## config.mk

```make
export PLATFORM = sky130hd
export DESIGN_NAME = data_break_match
export DESIGN_NICKNAME = d
export VERILOG_FILES = /design/src/rtl/bdm_pkg.sv /design/src/rtl/bdm_regs.sv /design/src/rtl/bdm_size_dec.sv /design/src/rtl/bdm_half_cmp.sv /design/src/rtl/data_break_match.sv
export SDC_FILE = /design/constraint.sdc
export NUM_CORES = 1
export LEC_CHECK = 0
export BUFFER_PORTS_ARGS = -buffer_cell sky130_fd_sc_hd__clkbuf_2
export CORE_ASPECT_RATIO = 0.5
export CORE_MARGIN = 5
export CORE_UTILIZATION = 56
export CTS_CLUSTER_DIAMETER = 30
export DETAILED_ROUTE_END_ITERATION = 6
export GPL_ROUTABILITY_DRIVEN = 0
export GPL_TIMING_DRIVEN = 1
export HOLD_SLACK_MARGIN = 0.03
export PLACE_DENSITY_LB_ADDON = 0.05
export SLEW_MARGIN = 10
export SYNTH_ARGS = -nofsm -noshare
export SYNTH_HDL_FRONTEND = slang
export SYNTH_HIERARCHICAL = 1
export SYNTH_SLANG_ARGS = --single-unit
```

## constraint.sdc

```tcl
create_clock -name clk_i -period 2.6 [get_ports clk_i]
set_input_delay 0.52 -clock clk_i [delete_from_list [all_inputs] [get_ports clk_i]]
set_output_delay 0.52 -clock clk_i [all_outputs]
set_load 0.05 [all_outputs]
```

## src/rtl/bdm_pkg.sv

```systemverilog
package bdm_pkg;
  typedef enum logic [2:0] {
    SZ_NONE = 3'd0,
    SZ_BYTE = 3'd1,
    SZ_WORD = 3'd2,
    SZ_LONG = 3'd3,
    SZ_QUAD = 3'd4
  } acc_size_e;

  localparam int unsigned BYTE_BITS = 8;
  localparam int unsigned WORD_BITS = 16;
endpackage

```

## src/rtl/bdm_regs.sv

```systemverilog
module bdm_regs #(
  parameter int unsigned DATA_W = 32
) (
  input  logic              clk_i,
  input  logic              rst_ni,
  input  logic              we_i,
  input  logic              sel_i,
  input  logic [DATA_W-1:0] wdata_i,
  output logic [DATA_W-1:0] rdata_o,
  output logic [DATA_W-1:0] cmp_o,
  output logic [DATA_W-1:0] msk_o
);
  logic [DATA_W-1:0] cmp_q, msk_q;

  always_ff @(posedge clk_i or negedge rst_ni) begin
    if (!rst_ni) begin
      cmp_q <= '0;
      msk_q <= '0;
    end else if (we_i) begin
      if (sel_i) msk_q <= wdata_i;
      else       cmp_q <= wdata_i;
    end
  end

  assign cmp_o   = cmp_q;
  assign msk_o   = msk_q;
  assign rdata_o = sel_i ? msk_q : cmp_q;

  // a write reaches the selected register one cycle later
  p_cmp_write_r2: assert property (@(posedge clk_i) disable iff (!rst_ni)
    we_i && !sel_i |=> cmp_o == $past(wdata_i));
  p_msk_write_r2: assert property (@(posedge clk_i) disable iff (!rst_ni)
    we_i && sel_i |=> msk_o == $past(wdata_i));
  p_hold_r2: assert property (@(posedge clk_i) disable iff (!rst_ni)
    !we_i |=> $stable(cmp_o) && $stable(msk_o));
endmodule

```

## src/rtl/bdm_size_dec.sv

```systemverilog
module bdm_size_dec
  import bdm_pkg::*;
#(
  parameter int unsigned DATA_W = 32
) (
  input  logic [2:0]        size_i,
  output logic [DATA_W-1:0] lane_o,
  output logic              size_ok_o,
  output logic              quad_o
);
  localparam logic [DATA_W-1:0] ALL_ONES  = {DATA_W{1'b1}};
  localparam logic [DATA_W-1:0] BYTE_LANE = ALL_ONES >> (DATA_W - BYTE_BITS);
  localparam logic [DATA_W-1:0] WORD_LANE = ALL_ONES >> (DATA_W - WORD_BITS);

  acc_size_e size;
  assign size = acc_size_e'(size_i);

  always_comb begin
    lane_o    = '0;
    size_ok_o = 1'b1;
    quad_o    = 1'b0;
    unique case (size)
      SZ_BYTE: lane_o = BYTE_LANE;
      SZ_WORD: lane_o = WORD_LANE;
      SZ_LONG: lane_o = ALL_ONES;
      SZ_QUAD: begin
        lane_o = ALL_ONES;
        quad_o = 1'b1;
      end
      default: size_ok_o = 1'b0;
    endcase
  end
endmodule

```

## src/rtl/bdm_half_cmp.sv

```systemverilog
module bdm_half_cmp #(
  parameter int unsigned DATA_W = 32
) (
  input  logic [DATA_W-1:0] data_i,
  input  logic [DATA_W-1:0] cmp_i,
  input  logic [DATA_W-1:0] msk_i,
  input  logic [DATA_W-1:0] lane_i,
  output logic              hit_o
);
  logic [DATA_W-1:0] diff;
  // mask 1 = ignore bit; lane 0 = outside access size
  assign diff  = (data_i ^ cmp_i) & ~msk_i & lane_i;
  assign hit_o = (diff == '0);
endmodule

```

## src/rtl/data_break_match.sv

```systemverilog
module data_break_match
  import bdm_pkg::*;
#(
  parameter int unsigned DATA_W = 32,
  parameter int unsigned BUS_W  = 64
) (
  input  logic              clk_i,
  input  logic              rst_ni,
  input  logic              reg_we_i,
  input  logic              reg_sel_i,
  input  logic [DATA_W-1:0] reg_wdata_i,
  output logic [DATA_W-1:0] reg_rdata_o,
  input  logic              match_en_i,
  input  logic              acc_valid_i,
  input  logic [2:0]        acc_size_i,
  input  logic              acc_write_i,
  input  logic              acc_nodata_i,
  input  logic [BUS_W-1:0]  acc_data_i,
  output logic              match_o
);
  localparam int unsigned NUM_HALVES = BUS_W / DATA_W;

  logic [DATA_W-1:0]     cmp, msk, lane;
  logic                  size_ok, quad;
  logic [NUM_HALVES-1:0] half_hit;
  logic                  data_hit, hit_d, match_q;

  bdm_regs #(.DATA_W(DATA_W)) i_regs (
    .clk_i   (clk_i),
    .rst_ni  (rst_ni),
    .we_i    (reg_we_i),
    .sel_i   (reg_sel_i),
    .wdata_i (reg_wdata_i),
    .rdata_o (reg_rdata_o),
    .cmp_o   (cmp),
    .msk_o   (msk)
  );

  bdm_size_dec #(.DATA_W(DATA_W)) i_size_dec (
    .size_i    (acc_size_i),
    .lane_o    (lane),
    .size_ok_o (size_ok),
    .quad_o    (quad)
  );

  for (genvar h = 0; h < NUM_HALVES; h++) begin : g_half
    logic [DATA_W-1:0] half_lane;
    // upper halves are only consulted for quadword, where every lane counts
    if (h == 0) begin : g_low
      assign half_lane = lane;
    end else begin : g_high
      assign half_lane = '1;
    end
    bdm_half_cmp #(.DATA_W(DATA_W)) i_cmp (
      .data_i (acc_data_i[h*DATA_W +: DATA_W]),
      .cmp_i  (cmp),
      .msk_i  (msk),
      .lane_i (half_lane),
      .hit_o  (half_hit[h])
    );
  end

  assign data_hit = quad ? (&half_hit) : half_hit[0];
  assign hit_d    = acc_valid_i && match_en_i && !acc_nodata_i && size_ok && data_hit;

  always_ff @(posedge clk_i or negedge rst_ni) begin
    if (!rst_ni) match_q <= 1'b0;
    else         match_q <= hit_d;
  end

  assign match_o = match_q;

  p_needs_valid_r11: assert property (@(posedge clk_i) disable iff (!rst_ni)
    match_o |-> $past(acc_valid_i));
  p_nodata_r8: assert property (@(posedge clk_i) disable iff (!rst_ni)
    match_o |-> !$past(acc_nodata_i));
  p_size_r9: assert property (@(posedge clk_i) disable iff (!rst_ni)
    match_o |-> ($past(acc_size_i) != 3'd0) && ($past(acc_size_i) <= 3'd4));
  p_enable_r10: assert property (@(posedge clk_i) disable iff (!rst_ni)
    match_o |-> $past(match_en_i));
  p_dir_known_r10: assert property (@(posedge clk_i) disable iff (!rst_ni)
    acc_valid_i |-> !$isunknown(acc_write_i));
endmodule

```

==> results by group <==
Status
  – Status: finished clean

Die
  – Die height: 72.3 um
  – I/O pin count: 140
  – Die area: 9740 um2
  – Core Region: 7430 um2
  – Row cnt: 22
  – Horiz. Die Dim: 135 um
  – Initial core utilization: 58.5%

Job
  – Max-cap violations: 0

Final layout
  – Fin cells: 630
  – Final core occ: 71.8%
  – Commonest non-fill, non-tap cell in the layout: clkbuf_2
  – # diodes: 0
  – Most frequent cells in the layout: clkbuf_2, mux2_2, dfrtp_1
  – Final instance area: 5340 um2
  – Fillers: 594
  – Share of cells above drive strength 1: 48.1%
  – Post-layout net count: 636
  – P&R area growth vs syn: 22.7%

Power
  – Sw Pwr: 1270 uW
  – Switching share of power: 34.6%
  – LEAKAGE: 0.00260 uW
  – Max VDD drop: 413 uV
  – Logic gate share of total power: 31.5%
  – PD cells: 689 nW/um2
  – Clock power frac: 32.3%
  – Sequential power share: 36.2%
  – Int Pwr: 2410 uW

Setup path
  – Crit path kind: in -> reg
  – Reg2reg start: i_regs/cmp_o[27]
  – CP Max Fanout: 8
  – Crit end category: flip-flop
  – Startpoint Class: input port
  – CP required: 2850 ps
  – Worst Setup SP: acc_size_i[1]
  – WP data arrival: 2290 ps

Logic synthesis
  – Syn Area/Cell: 11.3 um2
  – Post-Synthesis Cells: 384
  – Yosys reg bits: 65
  – Synth Warn #: 6
  – Sequential area share after synthesis: 37.4%
  – Synth unique cells: 22
  – Post-Syn Area: 4350 um2

Global route
  – Total global routing overflow: 0
  – Pin count of the biggest net entering global routing: 35
  – Overall Global Routing Usage: 21.7%
  – Initial antenna violation count: 0
  – Vias in the first global route: 3311
  – Global-route wire length before repair: 16200 um

Timing
  – Total negative slack: 0 ps
  – Max Fclk: 491 MHz
  – Setup slack after layout: 562 ps
  – Final Cycle Share: 78.4%
  – Setup violators final: 0
  – Fin. Hold Viols: 0
  – Minimum clock period after layout: 2040 ps
  – Slew at the pin closest to its max-slew limit: 868 ps
  – Final Skew: 5.14 ps
  – RSZ-0062 raised after global routing: no
  – Pins Over Slew Limit: 0
  – Max_slew headroom: 41.8%

Clock network
  – CTS Buf Count: 9
  – Cts hold-fix bufs: 0
  – Resize count post-CTS: 0
  – Clock H-tree levels: 3
  – Clk sink count: 65
  – Clock-pin slew on the worst setup and hold paths: 50 ps
  – Postcts setup bufs: 0
  – Max clock buf depth: 2
  – Root Driver: clkbuf_16
  – Skew-Pair Late Insertion Delay: 330 ps
  – CTS tree: done

Placement
  – Cell Area, Placed: 5050 um2
  – DP Worst Slack: 231 ps
  – Dpl hpwl: 7590 um
  – Number of I/O port buffers: 138
  – Placed Cells incl. Taps: 614

Drt
  – Vias per cell: 5.07
  – Routed length per instance: 16.2 um
  – Drt pass-1 iters: 4
  – Via count: 3192
  – Routed Antenna Nets: 0
  – DR DRC count: 0
  – Iteration-0 DRC Markers: 109
  – WL final: 10200 um

Min path
  – Hold Path Class: in -> async
-- final timing paths --
check                           cells after the start                to  slack (ps)
worst max-delay path                                9           match_o         560
worst min-delay path                                1  i_regs/cmp_o[20]         170
worst max register to register                      6           match_o         820
worst min register to register                      1  i_regs/msk_o[23]         560
max in group asynchronous                           2  i_regs/msk_o[15]        1690
min in group clk_i                                  2           match_o         350
-- synth_stat cells --
library cell | number | area, um2
a21o_2 | 1 | 8.76
a32oi_1 | 32 | 280
buf_2 | 3 | 15.0
buf_4 | 33 | 248
buf_6 | 3 | 33.8
clkbuf_2 | 1 | 5.00
conb_1 | 1 | 3.75
dfrtp_1 | 65 | 1630
inv_1 | 32 | 120
mux2_1 | 1 | 11.3
mux2_2 | 95 | 1070
nand2_1 | 1 | 3.75
nand4_1 | 9 | 56.3
nor2_1 | 1 | 3.75
nor2b_1 | 34 | 213
nor2b_4 | 1 | 13.8
nor3_2 | 1 | 10.0
nor3b_4 | 1 | 18.8
nor4_2 | 2 | 25.0
or2_1 | 1 | 6.26
xnor2_1 | 2 | 17.5
xor2_1 | 64 | 561
-- through the flow --
step / total power (uW) / hold WS [ps]
6_report: 3680 / 171
5_1_grt: 3870 / 213
4_1_cts: 3720 / 183
3_5_place_dp: 2510 / 535
3_3_place_gp: 2490 / 534
2_1_floorplan: 2210 / 224
-- area by class of cell --
cell class	count	area (um2)	share of cell area (%)
clock buffers	14	254	4.76
clock inverters	2	37.5	0.703
inverters	32	120	2.25
multi-input cells	278	2430	45.5
flip-flops and latches	65	1630	30.5
well taps	96	120	2.25
repair buffers	143	753	14.1
-- cells by family after synthesis --
| logic type | after synthesis | share of synthesized area, % |
|---|---|---|
| AO/OA/AOI/OAI | 33 | 6.64 |
| XOR/XNOR | 66 | 13.3 |
| buffers and inverters | 72 | 9.69 |
| flip-flops | 65 | 37.4 |
| multiplexers | 96 | 24.8 |
| other | 1 | 0.0862 |
| AND/OR/NAND/NOR | 51 | 8.05 |
-- power groups by stage --
stage | logic [uW] | clock network (uW) | registers, uW
after global placement | 1150 | 0 | 1340
after CTS | 1170 | 1220 | 1330
final | 1160 | 1190 | 1330
after detailed placement | 1160 | 0 | 1350
after global routing | 1250 | 1260 | 1360
after floorplan | 905 | 0 | 1300
-- metal layers --
layer / up-vias / global-route usage [%] / share of wire, %
li1: 1579 / - / -
met1: 1504 / 28.9 / 48
met2: 100 / 35.0 / 45
met3: 9 / 7.20 / 7.1
met4: 0 / 4.18 / 0.69
met5: - / 0 / 0
-- critical path: stages --
cell and delay [ps]:
clkbuf_2 110, nor2_1 210, xnor2_1 300, nor2b_1 240, a32oi_1 140, nand4_1 200
nor4_2 300, nand4_1 140, nor3_2 120
-- state kept, by name, summed over array words and instances, names as in the netlist --
signal and count:
match_o 1, i_regs/cmp_o 32, i_regs/msk_o 32
(Power assumes the default switching activity.)
